## src/rtl/pclamp_pkg.sv

```systemverilog
package pclamp_pkg;

  typedef enum logic [2:0] {
    FMT_NONE = 3'd0,
    FMT_D8   = 3'd1,
    FMT_D10  = 3'd2,
    FMT_D12  = 3'd3,
    FMT_PROG = 3'd7
  } fmt_code_e;

  localparam int unsigned NUM_CH = 3;

  // black / white codes at 8 bits, scaled to depth then left-aligned to width
  function automatic int unsigned lim_lo(int unsigned depth, int unsigned width);
    return (16 << (depth - 8)) << (width - depth);
  endfunction

  function automatic int unsigned lim_hi(int unsigned depth, int unsigned width);
    return (235 << (depth - 8)) << (width - depth);
  endfunction

endpackage

```

## src/rtl/pclamp_bound_sel.sv

```systemverilog
module pclamp_bound_sel
  import pclamp_pkg::*;
#(
  parameter int unsigned DATA_W = 12
) (
  input  logic                           clamp_en_i,
  input  logic [2:0]                     fmt_code_i,
  input  logic [NUM_CH-1:0][DATA_W-1:0]  prog_lo_i,
  input  logic [NUM_CH-1:0][DATA_W-1:0]  prog_hi_i,
  output logic [NUM_CH-1:0][DATA_W-1:0]  lo_o,
  output logic [NUM_CH-1:0][DATA_W-1:0]  hi_o,
  output logic                           active_o
);

  localparam logic [DATA_W-1:0] LO_D8  = DATA_W'(lim_lo(8,  DATA_W));
  localparam logic [DATA_W-1:0] HI_D8  = DATA_W'(lim_hi(8,  DATA_W));
  localparam logic [DATA_W-1:0] LO_D10 = DATA_W'(lim_lo(10, DATA_W));
  localparam logic [DATA_W-1:0] HI_D10 = DATA_W'(lim_hi(10, DATA_W));
  localparam logic [DATA_W-1:0] LO_D12 = DATA_W'(lim_lo(12, DATA_W));
  localparam logic [DATA_W-1:0] HI_D12 = DATA_W'(lim_hi(12, DATA_W));

  always_comb begin
    active_o = 1'b0;
    lo_o     = '0;
    hi_o     = '1;
    if (clamp_en_i) begin
      case (fmt_code_i)
        FMT_D8: begin
          active_o = 1'b1;
          lo_o = {NUM_CH{LO_D8}};
          hi_o = {NUM_CH{HI_D8}};
        end
        FMT_D10: begin
          active_o = 1'b1;
          lo_o = {NUM_CH{LO_D10}};
          hi_o = {NUM_CH{HI_D10}};
        end
        FMT_D12: begin
          active_o = 1'b1;
          lo_o = {NUM_CH{LO_D12}};
          hi_o = {NUM_CH{HI_D12}};
        end
        FMT_PROG: begin
          active_o = 1'b1;
          lo_o = prog_lo_i;
          hi_o = prog_hi_i;
        end
        default: active_o = 1'b0;
      endcase
    end
  end

endmodule

```

## src/rtl/pclamp_comp.sv

```systemverilog
module pclamp_comp #(
  parameter int unsigned DATA_W = 12
) (
  input  logic              active_i,
  input  logic [DATA_W-1:0] data_i,
  input  logic [DATA_W-1:0] lo_i,
  input  logic [DATA_W-1:0] hi_i,
  output logic [DATA_W-1:0] data_o
);

  // lower test first: an inverted window resolves to the lower bound
  always_comb begin
    data_o = data_i;
    if (active_i) begin
      if (data_i < lo_i)      data_o = lo_i;
      else if (data_i > hi_i) data_o = hi_i;
    end
  end

endmodule

```

## src/rtl/pixel_range_clamp.sv

```systemverilog
module pixel_range_clamp
  import pclamp_pkg::*;
#(
  parameter int unsigned DATA_W = 12
) (
  input  logic              clk_i,
  input  logic              rst_ni,
  input  logic              in_valid_i,
  input  logic [DATA_W-1:0] in_r_i,
  input  logic [DATA_W-1:0] in_g_i,
  input  logic [DATA_W-1:0] in_b_i,
  input  logic              clamp_en_i,
  input  logic [2:0]        fmt_code_i,
  input  logic [DATA_W-1:0] lo_r_i,
  input  logic [DATA_W-1:0] hi_r_i,
  input  logic [DATA_W-1:0] lo_g_i,
  input  logic [DATA_W-1:0] hi_g_i,
  input  logic [DATA_W-1:0] lo_b_i,
  input  logic [DATA_W-1:0] hi_b_i,
  output logic              out_valid_o,
  output logic [DATA_W-1:0] out_r_o,
  output logic [DATA_W-1:0] out_g_o,
  output logic [DATA_W-1:0] out_b_o
);

  logic [NUM_CH-1:0][DATA_W-1:0] pix_in, pix_clamp, pix_q;
  logic [NUM_CH-1:0][DATA_W-1:0] prog_lo, prog_hi, lo_sel, hi_sel;
  logic                          clamp_act;
  logic                          vld_q;

  assign pix_in  = {in_b_i, in_g_i, in_r_i};
  assign prog_lo = {lo_b_i, lo_g_i, lo_r_i};
  assign prog_hi = {hi_b_i, hi_g_i, hi_r_i};

  pclamp_bound_sel #(.DATA_W(DATA_W)) u_bound_sel (
    .clamp_en_i (clamp_en_i),
    .fmt_code_i (fmt_code_i),
    .prog_lo_i  (prog_lo),
    .prog_hi_i  (prog_hi),
    .lo_o       (lo_sel),
    .hi_o       (hi_sel),
    .active_o   (clamp_act)
  );

  for (genvar ch = 0; ch < NUM_CH; ch++) begin : g_ch
    pclamp_comp #(.DATA_W(DATA_W)) u_comp (
      .active_i (clamp_act),
      .data_i   (pix_in[ch]),
      .lo_i     (lo_sel[ch]),
      .hi_i     (hi_sel[ch]),
      .data_o   (pix_clamp[ch])
    );
  end

  always_ff @(posedge clk_i or negedge rst_ni) begin
    if (!rst_ni) begin
      vld_q <= 1'b0;
      pix_q <= '0;
    end else begin
      vld_q <= in_valid_i;
      if (in_valid_i) pix_q <= pix_clamp;
    end
  end

  assign out_valid_o = vld_q;
  assign out_r_o     = pix_q[0];
  assign out_g_o     = pix_q[1];
  assign out_b_o     = pix_q[2];

endmodule

```

## config.mk

```make
export PLATFORM = sky130hd
export DESIGN_NAME = pixel_range_clamp
export DESIGN_NICKNAME = d
export VERILOG_FILES = /design/src/rtl/pclamp_pkg.sv /design/src/rtl/pclamp_bound_sel.sv /design/src/rtl/pclamp_comp.sv /design/src/rtl/pixel_range_clamp.sv
export SDC_FILE = /design/constraint.sdc
export NUM_CORES = 1
export LEC_CHECK = 0
export BUFFER_PORTS_ARGS = -buffer_cell sky130_fd_sc_hd__buf_4
export CAP_MARGIN = 0
export CELL_PAD_IN_SITES_DETAIL_PLACEMENT = 0
export CELL_PAD_IN_SITES_GLOBAL_PLACEMENT = 2
export CORE_MARGIN = 1.5
export CORE_UTILIZATION = 31
export CTS_CLUSTER_DIAMETER = 50
export DETAILED_ROUTE_END_ITERATION = 8
export PLACE_DENSITY_LB_ADDON = 0.1
export SLEW_MARGIN = 40
export SYNTH_ARGS = -nofsm -noshare
export SYNTH_HDL_FRONTEND = slang
export SYNTH_SLANG_ARGS = --single-unit
```

## constraint.sdc

```tcl
create_clock -name clk_i -period 1.7 [get_ports clk_i]
set_clock_uncertainty 0.2 [all_clocks]
set_input_delay 0.085 -clock clk_i [delete_from_list [all_inputs] [get_ports clk_i]]
set_output_delay 0.085 -clock clk_i [all_outputs]
set_load 0.05 [all_outputs]
```

==> results of run 1 <==
## cells in the final DEF (no fill, tap or decap), drive strengths merged, types with 3 or more instances in the layout
cell type    count
and2             5
nand2           54
nand3            6
ha              69
nor2            41
o21ai           55
nand4           12
o41ai            4
a211oi           6
a21oi           64
dlygate4sd3     16
o22a            10
clkinv           3
a21o            10
dfrtp           37
o211ai           8
nor2b            4
inv             23
clkbuf           6
nor3             3
o22ai            7
buf            289
a31oi           10
o31ai            5
mux2            20
a311oi          12
a21boi           3
o221ai          11
## report_power, final
group | internal (W) | switching [W]
Sequential | 0.000989 | 0.0000734
Combinational | 0.000971 | 0.00121
Clock | 0.000541 | 0.000431
## sequential cells by signal, summed over array words and instances (netlist names)
name	count
out_valid_o	1
out_g_o	12
out_r_o	12
out_b_o	12
## area by class of cell
class                   instances  area, sq um
clock inverters                 2         10.0
flip-flops and latches         37          926
repair buffers                305         2520
clock buffers                   6          129
inverters                      24         90.1
multi-input cells             444         3910
well taps                     176          220
fillers                      1238         5540
## worst max-delay path, cell delays in order
cell,delay (ns)
buf_8,0.11
buf_6,0.11
and3_4,0.18
buf_6,0.14
a21oi_4,0.19
ha_4,0.23
and3_4,0.17
a221o_1,0.32
a2111o_1,0.45
buf_6,0.21
a311oi_2,0.29
o22a_1,0.18
## stage by stage
| stage | cell area [sq um] | utilization (%) | std cells |
|---|---|---|---|
| after floorplan | 4580 | - | 533 |
| after global placement | 6590 | 49.4 | 946 |
| after detailed placement | 6590 | 49.4 | 946 |
| after CTS | 7560 | 56.7 | 987 |
| after global routing | 7810 | 58.5 | 994 |
| final | 7810 | 58.5 | 994 |
## path summary, 6_finish.rpt
kind,start,end,cells past startpoint
worst max-delay path,fmt_code_i[2],out_g_o[7],12
worst min-delay path,lo_r_i[7],out_r_o[7],3
worst max register to register,out_b_o[3],out_b_o[3],2
worst min register to register,out_g_o[5],out_g_o[5],1
max in group asynchronous,rst_ni,out_r_o[6],2
min in group asynchronous,rst_ni,out_g_o[5],2
## Yosys cell counts (4+ instances only)
library cell   n
ha_1          69
a21oi_1       64
o21ai_0       55
nand2_1       53
nor2_1        41
dfrtp_1       37
clkbuf_1      23
inv_1         23
mux2_2        20
a311oi_1      12
nand4_1       12
o221ai_1      11
a21o_1        10
a31oi_1       10
o22a_1        10
o211ai_1       8
o22ai_1        7
nand3_1        6
a211oi_1       5
and2_1         5
nor2b_1        4
o41ai_1        4
## layer usage
| layer | GRT usage, % | vias to the layer above |
|---|---|---|
| met5 | 0 | - |
| met4 | 7.35 | 0 |
| met3 | 4.06 | 31 |
| met2 | 42.1 | 189 |
| met1 | 34.9 | 2564 |
| li1 | - | 2605 |
## cell families (layout without fill, tap and decap cells)
kind of cell	Yosys count	count (layout)	share of synthesized area, %
mux	21	21	5.48
buf+inv	55	337	5.25
flops	37	37	21.6
compound gates	217	217	33.3
fa+ha+maj	69	69	20.1
simple gates	134	137	14.2
## timing repair
item / 4_1_cts / 5_1_grt
setup endpoints to repair: 36 / 36
hold buffers: 14 / 2
gates resized for setup: 108 / 45
pin swaps: 21 / 15
gates cloned: 4 / 1
buffers inserted: 15 / 5
hold endpoints to repair: 54 / 5
==> impl.org, run 1 <==
** Power
- The analysis attributes to cell leakage a power of 3.45 nW.
- Power per unit of standard cell area :: ~540 nW/um^2
- VDD sags by at most 0.313 mV.
- The design draws roughly 0.0042 W.

** Run status
- Violations in the final reports :: hold timing, setup timing
- Outcome :: finished, violations left

** Drt
- Wirelength per Cell :: between 15 and 20 microns
- Antenna-violating nets left :: 0
- Number of design-rule violations left by the first detailed-router iteration :: ~230
- Met3 wirelength from detailed routing :: 1.03 mm
- After detailed routing, the wire length on met1 is ~8.4 mm.
- Total detailed-routing wirelength :: roughly 19 mm
- Highest metal layer with signal wires :: met4
- Metal2 WL :: a little under 9 mm
- Number of optimization iterations in the first detailed-route pass :: 5
- Vias :: roughly 5400
- For this run, design rule violations remaining after detail routing come to 0.
- Vias per inst :: between 5 and 6

** Critical path
- Reg-to-reg setup timing slack :: 0.59 ns
- Endpoint class of the critical path :: flop
- STA puts the critical path data required time at roughly 1.7 ns.
- The critical path is of the primary input to flop type.
- Data on the critical path arrives at its endpoint at about 2.7 ns.
- Maximum net fanout on the critical path :: 14
- Startpoint type of the worst setup path :: primary input

** Timing
- Fin. max-slew vios :: 0
- Final period demand of the worst path :: ~2.6 ns
- Crit share post-route :: 155%
- Setup violations remaining at the end of the flow were counted as 36.
- RSZ-0062 raised after global routing :: true
- Highest achievable clock rate :: approximately 0.38 GHz
- For the pin with the worst max-slew slack, the measured transition is around 0.57 ns.
- Tightest slew margin relative to the limit :: 61.8%
- Total negative setup slack :: -29.09 ns
- Final hold analysis gives a worst-case slack of -0.0522 ns.
- The number of hold violations in the final report is 3.
- Setup slack of the critical path after layout :: -0.933 ns

** Yosys
- Summed instance area of the synthesized netlist :: between 4000 and 5000 sq um
- Synthesis inferred 37 register bits.
- Cell type with the highest aggregate area in the netlist :: dfrtp_1
- Of the synthesized area, sequential elements account for between 20 and 25%.
- Post-synthesis async set-or-reset flop share :: between 90% and 100%
- Average size of a mapped cell :: 8.05 sq um
- Most instantiated flip-flop cell in the synthesis netlist :: dfrtp_1
- Synth Warn # :: 0
- The cell count after synthesis came out at around 530.
- Top cells by area, synth :: dfrtp_1, ha_1, a21oi_1, o21ai_0, mux2_2
- Counting every net in the synthesized netlist gives between 700 and 800.
- Number of distinct standard cells referenced by the synthesized netlist :: about 50
- After synthesis, the largest area contributor takes up 21.6% of total cell area.
- Counting flops with a built-in enable in the synthesized netlist gives 0.

** Final layout
- Cells with a size suffix above 1 make up a little over half of the layout.
- Number of nets in the finished design :: 1001
- Compared with the post-synthesis result, the final layout area differs by 82.1%.
- Diodes inserted :: 0

** Placed design
- PortBufs :: around 150
- Detailed placement ended at an HPWL of approximately 13 mm.
- At the end of routability-driven placement, the weighted congestion stood at slightly above 0.9.
- Before CTS, the worst setup slack after placement is -1.35 ns.

** Clock tree
- The clock passes through at most 2 buffers.
- Counting the buffers created by CTS gives 5.
- Clock sink count :: 37
- Cell at the root of the clock tree :: clkbuf_16
- Maximum level of the CTS H-tree :: 2
- Clock-pin slew on the worst setup and hold paths :: 0.06 ns
- The clock reaches the later pin of the worst-skew pair after around 0.29 ns.
- Clock tree from TritonCTS :: yes

** Run
- The tool flagged a number of max-cap violations equal to 0.

** Die
- The die is about 120 microns wide.
- Die Area :: around 15000 sq um
- Site row count :: between 40 and 50
- The initial utilization of the core area, before any placement, comes to roughly a third.
- For this design the top-level I/O count stands at 152.
- The floorplan step defined a core boundary enclosing approximately 13000 sq um.
- Height of the chip :: 121 microns

** Worst hold path
- Type of the worst min-delay path :: primary input to flop

** Global routing
- Number of global-route vias before repair :: 5588
- For this run, the total global-route usage over all layers was measured as around a quarter.
- The initial antenna violation count was 0.
- Entering global routing, the biggest net connects 38 pins.
- Wire length of the first global-routing pass :: slightly below 30 mm
- Summed over all layers, the global routing overflow is 0.
(Power assumes the default switching activity.)
==> run 2: changes to the inputs <==
--- a/config.mk
+++ b/config.mk
@@ -13,8 +13,9 @@
 export CORE_UTILIZATION = 31
 export CTS_CLUSTER_DIAMETER = 50
 export DETAILED_ROUTE_END_ITERATION = 8
-export PLACE_DENSITY_LB_ADDON = 0.1
+export PLACE_DENSITY = 0.87
 export SLEW_MARGIN = 40
 export SYNTH_ARGS = -nofsm -noshare
 export SYNTH_HDL_FRONTEND = slang
 export SYNTH_SLANG_ARGS = --single-unit
+export TNS_END_PERCENT = 1
==> run 2 against run 1 <==
Net effect: the run ends with setup timing left; count of clock-buffer cells in the layout shrank 1; register-to-register slack got worse by 0.04 ns; die area is the same; fmax increased by 1.5%; sequential share of layout area is 1.7 points higher; cell count decreased by 3.6%; power is 7.8% lower; critical path type unchanged; highest routed layer unchanged.
==> impl.org, run 2 (synthesis results as in run 1) <==
** Final layout
- The library cell used most frequently in the layout, excluding fill and tap cells, is buf_4.
- The ratio of cells with drive above 1 in the final layout was 42.3% (-10 points).
- Diodes inserted :: 0 (unchanged)
- Most frequent cells in the layout :: buf_4, ha_1, nand2_1
- The post-route core utilization came to 51.1% (-7.4 points).
- Post-synthesis to final-layout area growth :: 59.0%
- Number of nets in the finished design :: 967 (-3.4%)

** Die
- Height of the chip :: 121 microns (unchanged)
- The core footprint came to 13300 sq um (unchanged).
- The die width came to 121 microns (unchanged).
- The number of top-level design ports was 152 (unchanged).
- The die area is 14600 sq um (unchanged).
- The placement row count was 42 (unchanged).
- The starting utilization of the core area was 32.1% (unchanged).

** Placed design
- Place WS :: -1.25 ns (+0.102 ns)
- The count of input and output buffers was 151 (unchanged).
- The detailed-placement wirelength estimate came to 13.0 mm (-3.3%).
- Routability congestion estimate :: 0.889 (-2.3%)

** Global routing
- GRT Util Overall :: 22.4% (-3.3 points)
- The total congestion overflow came to 0 (unchanged).
- Pin count of the biggest net entering global routing :: 60 (+58%)
- The initial antenna violation count came to 0 (unchanged).
- The wire length of the first global-routing pass was 26.0 mm (-10%).
- Number of global-route vias before repair :: 5245 (-6.1%)

** Drt
- Met3 wirelength from detailed routing :: 904 microns (-12%)
- Highest metal layer with signal wires :: met4
- The routed length on met2 was 8.07 mm (-9.8%).
- Total routed wire length on the met1 layer :: 7.34 mm (-13%)
- The DRC violation count after routing was 0 (unchanged).
- The overall routed net length was 16.5 mm (-12%).
- Vias :: 5196 (-3.6%)
- The count of TritonRoute iterations in the first routing pass came to 5 (unchanged).
- The initial detailed-routing violation count is 283 (+22%).
- The average routed wire per standard cell is 17.2 microns (-8.9%).
- The number of nets still failing antenna checks after routing is 0 (unchanged).
- The mean number of vias per cell was 5.42 (about the same).

** Critical path
- The worst reg-to-reg setup slack is 0.55 ns (-0.04 ns).
- Worst endpoint data arrival time :: 2.60 ns (-0.07 ns)
- Class of the most critical setup path :: primary input to flop
- Maximum net fanout on the critical path :: 14 (unchanged)
- The slowest stage of the critical path belongs to the cell a2111o_1.
- The most numerous cell type found on the critical path is buf_4.
- The worst setup path is captured at a flop.
- The total buffers and inverters traversed by the critical path is 3 (-1).
- Critical Path Max Stage Delay :: 0.41 ns (-0.04 ns)
- STA classifies the critical path startpoint as a primary input.
- Cell chain of the critical path :: buf_4, and3_1, buf_4, a21oi_2, ha_1, and3_4, a221o_1, a2111o_1, buf_6, a311o_1, a31oi_1
- Grouping stages by cell kind, the critical path spends the most delay in compound AO/OA/AOI/OAI gates.
- The required time of the critical path is 1.71 ns (-0.03 ns).

** Power
- IR drop worst, VDD :: 0.320 mV (+2.4%)
- Leakage power of the design :: 3.13 nW (-9.3%)
- The power density relative to cell area came to 570 nW/um^2 (+5.5%).

** Timing
- The final clock period utilization by the worst path came to 153% (-2.3 points).
- Setup repair after global routing could not meet its margin everywhere.
- The worst-margin pin slew is 0.562 ns (-0.0107 ns).
- Final period demand of the worst path :: 2.59 ns (-0.0386 ns)
- Count of final setup violators :: 36 (unchanged)
- The number of slew-limit violations in the final report came to 0 (unchanged).
- The worst slack on hold paths came to 0.00325 ns (+0.0555 ns).
- The number of hold violations in the final report came to 0 (-3).
- The post-route worst setup slack is -0.895 ns (+0.0386 ns).
- The worst slew margin relative to its limit is 62.5% (+0.71 points).
- The highest achievable clock rate was 0.385 GHz (+1.5%).

** Clock tree
- Number of buffers created by CTS :: 5 (unchanged)
- Skew-Pair Late Insertion Delay :: 0.29 ns (about the same)
- Clock sink count :: 37 (unchanged)
- The number of setup buffers added after CTS came to 0 (-15).
- The level count of the clock H-tree came to 2 (unchanged).
- TritonCTS built the clock tree.
- Cell at the root of the clock tree :: clkbuf_16
- Clock-pin slew on the worst setup and hold paths :: 0.06 ns (about the same)
- The maximum number of buffers from clock root to sink was 2 (unchanged).

** Run status
- Outcome :: finished, violations left
- The checks that failed: setup timing.

** Run
- Max-cap viol count :: 0 (unchanged)

** Worst hold path
- The min-delay analysis places its worst path in the category primary input to flop.
run 2: cell types whose count changed in the layout (fill, tap and decap cells not counted), moves of 6 or more:
cell	delta
mux2_4	-10
nor2_1	+7
o221ai_1	+11
nand2_1	+10
o221ai_2	-11
nand2_2	-6
mux2_2	+10
nor2_4	-6
ha_1	+17
ha_4	-16
buf_6	-20
run 2: layout make-up:
class                           instances  area, sq um
Sequential cell                        37          926
Inverter                               24         90.1
Clock buffer                            5          125
Fill cell                            1327         6530
Timing Repair Buffer                  274         2150
Multi-Input combinational cell        441         3300
Tap cell                              176          220
Clock inverter                          1         5.00
run 2: metrics by stage:
step | cell area, sq um | TNS [ns] | total power, W | instances
after floorplan | 4420 | -37.01 | 0.00208 | 533
after global placement | 6480 | -40.06 | 0.00290 | 941
after detailed placement | 6480 | -42.67 | 0.00292 | 941
after CTS | 6790 | -27.55 | 0.00390 | 958
after global routing | 6820 | -32.80 | 0.00409 | 958
final | 6820 | -28.07 | 0.00388 | 958
run 2: what timing repair did:
action,in CTS,in global routing
resized for setup,18,10
pin swaps,2,4
endpoints found under the hold margin,47,0
endpoints found under the setup margin,36,36
hold buffers,11,0
run 2: metal layers:
metal	vias to the layer above	track usage (%)
met2	162	40.3
li1	2527	-
met1	2492	28.4
met4	0	4.34
met5	-	0
met3	15	3.49
run 2: worst min-delay path: cells and delay by family:
kind	cells	cell delay (ns)
AOI/OAI and AO/OA	3	0.25
buffers and inverters	1	0.12
run 2: path summary, 6_finish.rpt:
check                                    from           to  cells past startpoint
worst max-delay path            fmt_code_i[2]  out_g_o[10]                     11
worst min-delay path                in_g_i[9]   out_g_o[9]                      4
worst max register to register     out_b_o[6]   out_b_o[6]                      2
worst min register to register     out_g_o[1]   out_g_o[1]                      1
max in group asynchronous              rst_ni   out_r_o[9]                      2
min in group asynchronous              rst_ni   out_g_o[9]                      2
run 2: report_power, final:
part,internal [W],switching [W]
sequential,0.000989,0.0000731
combinational,0.000819,0.00108
clock,0.000526,0.000394
==> run 3: changes to the inputs <==
--- a/config.mk
+++ b/config.mk
@@ -10,12 +10,13 @@
 export CELL_PAD_IN_SITES_DETAIL_PLACEMENT = 0
 export CELL_PAD_IN_SITES_GLOBAL_PLACEMENT = 2
 export CORE_MARGIN = 1.5
-export CORE_UTILIZATION = 31
-export CTS_CLUSTER_DIAMETER = 50
+export CORE_UTILIZATION = 33
 export DETAILED_ROUTE_END_ITERATION = 8
 export PLACE_DENSITY = 0.87
+export SETUP_SLACK_MARGIN = 0.1
 export SLEW_MARGIN = 40
 export SYNTH_ARGS = -nofsm -noshare
 export SYNTH_HDL_FRONTEND = slang
+export SYNTH_HIERARCHICAL = 1
 export SYNTH_SLANG_ARGS = --single-unit
 export TNS_END_PERCENT = 1
==> run 3 against run 2 <==
Net effect: the flow still finishes with violations (setup timing); sequential power is essentially flat; worst setup slack got worse by 0.30 ns; cell count down 0.94%; largest cell class unchanged; count of clock-buffer cells in the layout increased by 2; sequential share of layout area down 0.66 points; synthesized cell count down 3.0%; routed wire length down 2.0%; utilization increased by 0.75 points; combinational power about the same; design area grew 5.1%.
==> impl.org, run 3 <==
** Run status
- Outcome :: finished, violations left
- The final reports fail on setup timing.

** Final layout
- Number of nets in the finished design :: 952 (-1.6%)
- Share of final-layout standard cells stronger than drive strength 1 :: 44.2% (+1.9 points)
- Leaving out fill and tap cells, the most frequent cell in the layout is buf_4.
- In the layout the commonest cells are buf_4, inv_1, ha_1.
- Diodes inserted :: 0 (unchanged)
- Post-synthesis to final-layout area growth :: 54.3%
- Fill cell total of the finished layout :: 1317 (-0.75%)

** Power
- Relative contribution of sequential cells to total power :: 26.2% (-1.2 points)
- Relative contribution of combinational cells to total power :: 45.8% (-3.2 points)
- The clock network power share came to 28.0% (+4.3 points).
- Post-layout power :: 0.00408 W (+5.0%)
- Leakage power of the design :: 3.87 nW (+23%)
- Net switching share of the total power :: 35.7% (-4.2 points)
- The power density relative to cell area is 569 nW/um^2 (about the same).
- The power spent charging and discharging nets is 0.00146 W (-5.9%).
- The internal power was 0.00262 W (+12%).
- IR drop worst, VDD :: 0.413 mV (+29%)

** Yosys
- The fraction of synthesized cell area taken by the top area cell type came to 19.9% (-1.7 points).
- The net count after synthesis is 701 (-2.2%).
- The mean cell area of the mapped netlist is 8.99 sq um (+12%).
- The fraction of the yosys area taken by sequential cells was 19.9% (-1.7 points).
- Summed instance area of the synthesized netlist :: 4650 sq um (+8.3%)
- For this run, the leading register cell type out of synthesis is dfrtp_1.
- The unique cell type count in the Yosys netlist is 36 (-29%).
- Post-synthesis instance total :: 517 (-3.0%)
- Number of flops mapped to enable cells by yosys :: 0 (unchanged)
- Cell type with the highest aggregate area in the netlist :: dfrtp_1
- Post-synthesis async set-or-reset flop share :: 100% (unchanged)
- Top cells by area, synth :: dfrtp_1, ha_1, mux2_4, a221o_1, inv_1
- The warning count from the yosys run came to 6 (+6).
- In the post-synthesis netlist, the cell with the most instances is inv_1.
- The commonest cells after synthesis are inv_1, ha_1, and3_1.
- Number of synthesized register bits :: 37 (unchanged)

** Drt
- Number of remaining DRC errors :: 0 (unchanged)
- The overall routed net length was 16.2 mm (-2.0%).
- Number of optimization iterations in the first detailed-route pass :: 4 (-1)
- Antenna-violating nets left :: 0 (unchanged)
- The average routed wire per standard cell is 17.0 microns (-1.0%).
- Number of design-rule violations left by the first detailed-router iteration :: 198 (-30%)
- Vias per inst :: 5.14 (-5.3%)
- Vias :: 4874 (-6.2%)

** Global routing
- Number of global-route vias before repair :: 5053 (-3.7%)
- Pin count of the biggest net entering global routing :: 38 (-37%)
- The total congestion overflow was 0 (unchanged).
- The total global-route track usage came to 21.6% (-0.86 points).
- The wire length of the first global-routing pass was 25.2 mm (-3.3%).
- The initial antenna violation count was 0 (unchanged).

** Clock tree
- Clock sink count :: 37 (unchanged)
- TritonCTS built the clock tree.
- Clock-pin slew on the worst setup and hold paths :: 0.06 ns (about the same)
- Maximum level of the CTS H-tree :: 2 (unchanged)
- The tree is rooted in a clkbuf_16.
- The number of buffers inserted during clock tree synthesis was 5 (unchanged).
- The later-pin clock latency in the skew report came to 0.29 ns (about the same).
- The maximum number of buffers from clock root to sink is 2 (unchanged).

** Critical path
- Class of the most critical setup path :: primary input to flop
- WP data required :: 1.68 ns (-0.03 ns)
- The highest fanout seen on the critical path came to 7 (-7).
- Startpoint type of the worst setup path :: primary input
- Crit-path leading delay family :: compound AO/OA/AOI/OAI gates
- The worst register-to-register path begins at out_g_o[0].
- Worst Setup SP :: fmt_code_i[1]
- Cell chain of the critical path :: buf_4, buf_6, o21ba_4, o21ai_2, inv_1, ha_1, a21o_1, a221oi_2, nor3_1, o41a_1, and3b_2, a221o_1, mux2_4
- The slowest stage of the critical path belongs to the cell o41a_1.
- WP buf/inv :: 3 (unchanged)
- The delay of the slowest critical-path stage was 0.37 ns (-0.04 ns).
- Worst endpoint data arrival time :: 2.88 ns (+0.28 ns)
- Endpoint class of the critical path :: flop

** Timing
- The final clock period utilization by the worst path came to 170% (+18 points).
- The worst slew margin relative to its limit is 62.8% (+0.27 points).
- The minimum period implied by the final worst setup slack is 2.90 ns (+0.302 ns).
- The post-route setup TNS was -41.34 ns (-13.27 ns).
- The number of slew-limit violations in the final report came to 0 (unchanged).
- The worst-margin pin slew was 0.558 ns (-0.00406 ns).
- RSZ-0062 raised after global routing :: true
- The highest achievable clock rate was 0.345 GHz (-10%).
- The final number of setup-violating endpoints is 36 (unchanged).
- The post-route worst setup slack came to -1.20 ns (-0.302 ns).
- The number of hold violations in the final report was 0 (unchanged).

** Die
- Height of the chip :: 122 microns (+0.86%)
- The die area came to 14800 sq um (+1.7%).
- Die W :: 122 microns (+0.86%)
- Effective utilization at floorplan :: 33.6% (+1.5 points)
- The number of top-level design ports is 152 (unchanged).
- Site row count :: 43 (+2.4%)
- Placeable Area :: 13800 sq um (+3.6%)

** Worst hold path
- The path class of the tightest hold or removal check is primary input to flop.
- Start point of the worst hold path :: in_r_i[11]

** Placed design
- The detailed-placement wirelength estimate is 12.2 mm (-5.9%).
- PortBufs :: 151 (unchanged)
- The last weighted congestion value of the routability-driven placer was 0.854 (-3.9%).

** Run
- The number of max-cap violations is 0 (unchanged).
## run 3: cell types whose count changed in the layout (fill, tap and decap cells not counted), moves of 29 or more
cell | previous run | this run
nor2_1 | 38 | 9
mux2_4 | 0 | 30
o21ai_0 | 51 | 11
inv_1 | 23 | 71
a221o_1 | 1 | 36
nand2_1 | 53 | 12
and3_1 | 1 | 39
## run 3: final cells by class
type	count	area, sq um	share of cell area, %
Multi-Input combinational cell	384	3480	48.5
Timing Repair Buffer	268	2100	29.2
Sequential cell	37	926	12.9
Inverter	72	270	3.77
Tap cell	180	225	3.14
Clock buffer	7	143	1.99
Clock inverter	1	30.0	0.419
## run 3: stage by stage
stage / utilization [%] / hold slack (ns) / setup WS [ns] / instances / instance area [sq um]
after CTS: 50.9 / 0.00708 / -1.19 / 946 / 7030
after detailed placement: 48.1 / -0.0891 / -1.66 / 919 / 6650
final: 51.8 / 0.0118 / -1.20 / 949 / 7170
after floorplan: - / -0.411 / -1.16 / 517 / 4760
after global routing: 51.8 / 0.0179 / -1.29 / 949 / 7170
after global placement: 48.1 / -0.0928 / -1.62 / 919 / 6650
## run 3: metal layers
metal / vias up / share of wire [%] / GRT usage (%)
met4: 0 / 2.2 / 7.13
met1: 2321 / 43 / 27.4
met2: 146 / 49 / 36.7
met3: 24 / 6.5 / 4.12
met5: - / 0 / 0
li1: 2383 / - / -
## run 3: worst paths after layout
kind                       cells past startpoint  slack (ns)     endpoint
min                                            3        0.01  out_r_o[11]
max reg2reg                                    1        0.69   out_g_o[0]
min reg2reg                                    1        0.31  out_r_o[11]
min in group asynchronous                      2        0.12   out_g_o[5]
max                                           13       -1.20   out_b_o[2]
max in group asynchronous                      2        0.78  out_r_o[11]
## run 3: what timing repair did
action	CTS	global route
gates resized for setup	8	25
cloned	4	3
setup endpoints to repair	36	36
endpoints found under the hold margin	51	0
pin swaps	9	12
setup buffers	0	0
hold buffers	15	0
## run 3: cells by family (layout without fill, tap and decap cells)
group | count (synthesis) | after routing | synth area share, %
adders and majority gates | 69 | 69 | 18.6
DFF | 37 | 37 | 19.9
AOI/OAI and AO/OA | 113 | 115 | 18.5
and+or+nand+nor | 161 | 164 | 21.7
buffers and inverters | 101 | 348 | 10.2
muxes | 36 | 36 | 11.1
## run 3: power by group through the flow
stage	Combinational, W	Sequential [W]	Clock, W
2_1_floorplan	0.000642	0.00146	0
3_3_place_gp	0.00176	0.00108	0
6_report	0.00187	0.00107	0.00114
4_1_cts	0.00184	0.00107	0.00118
3_5_place_dp	0.00179	0.00108	0
5_1_grt	0.00200	0.00108	0.00121
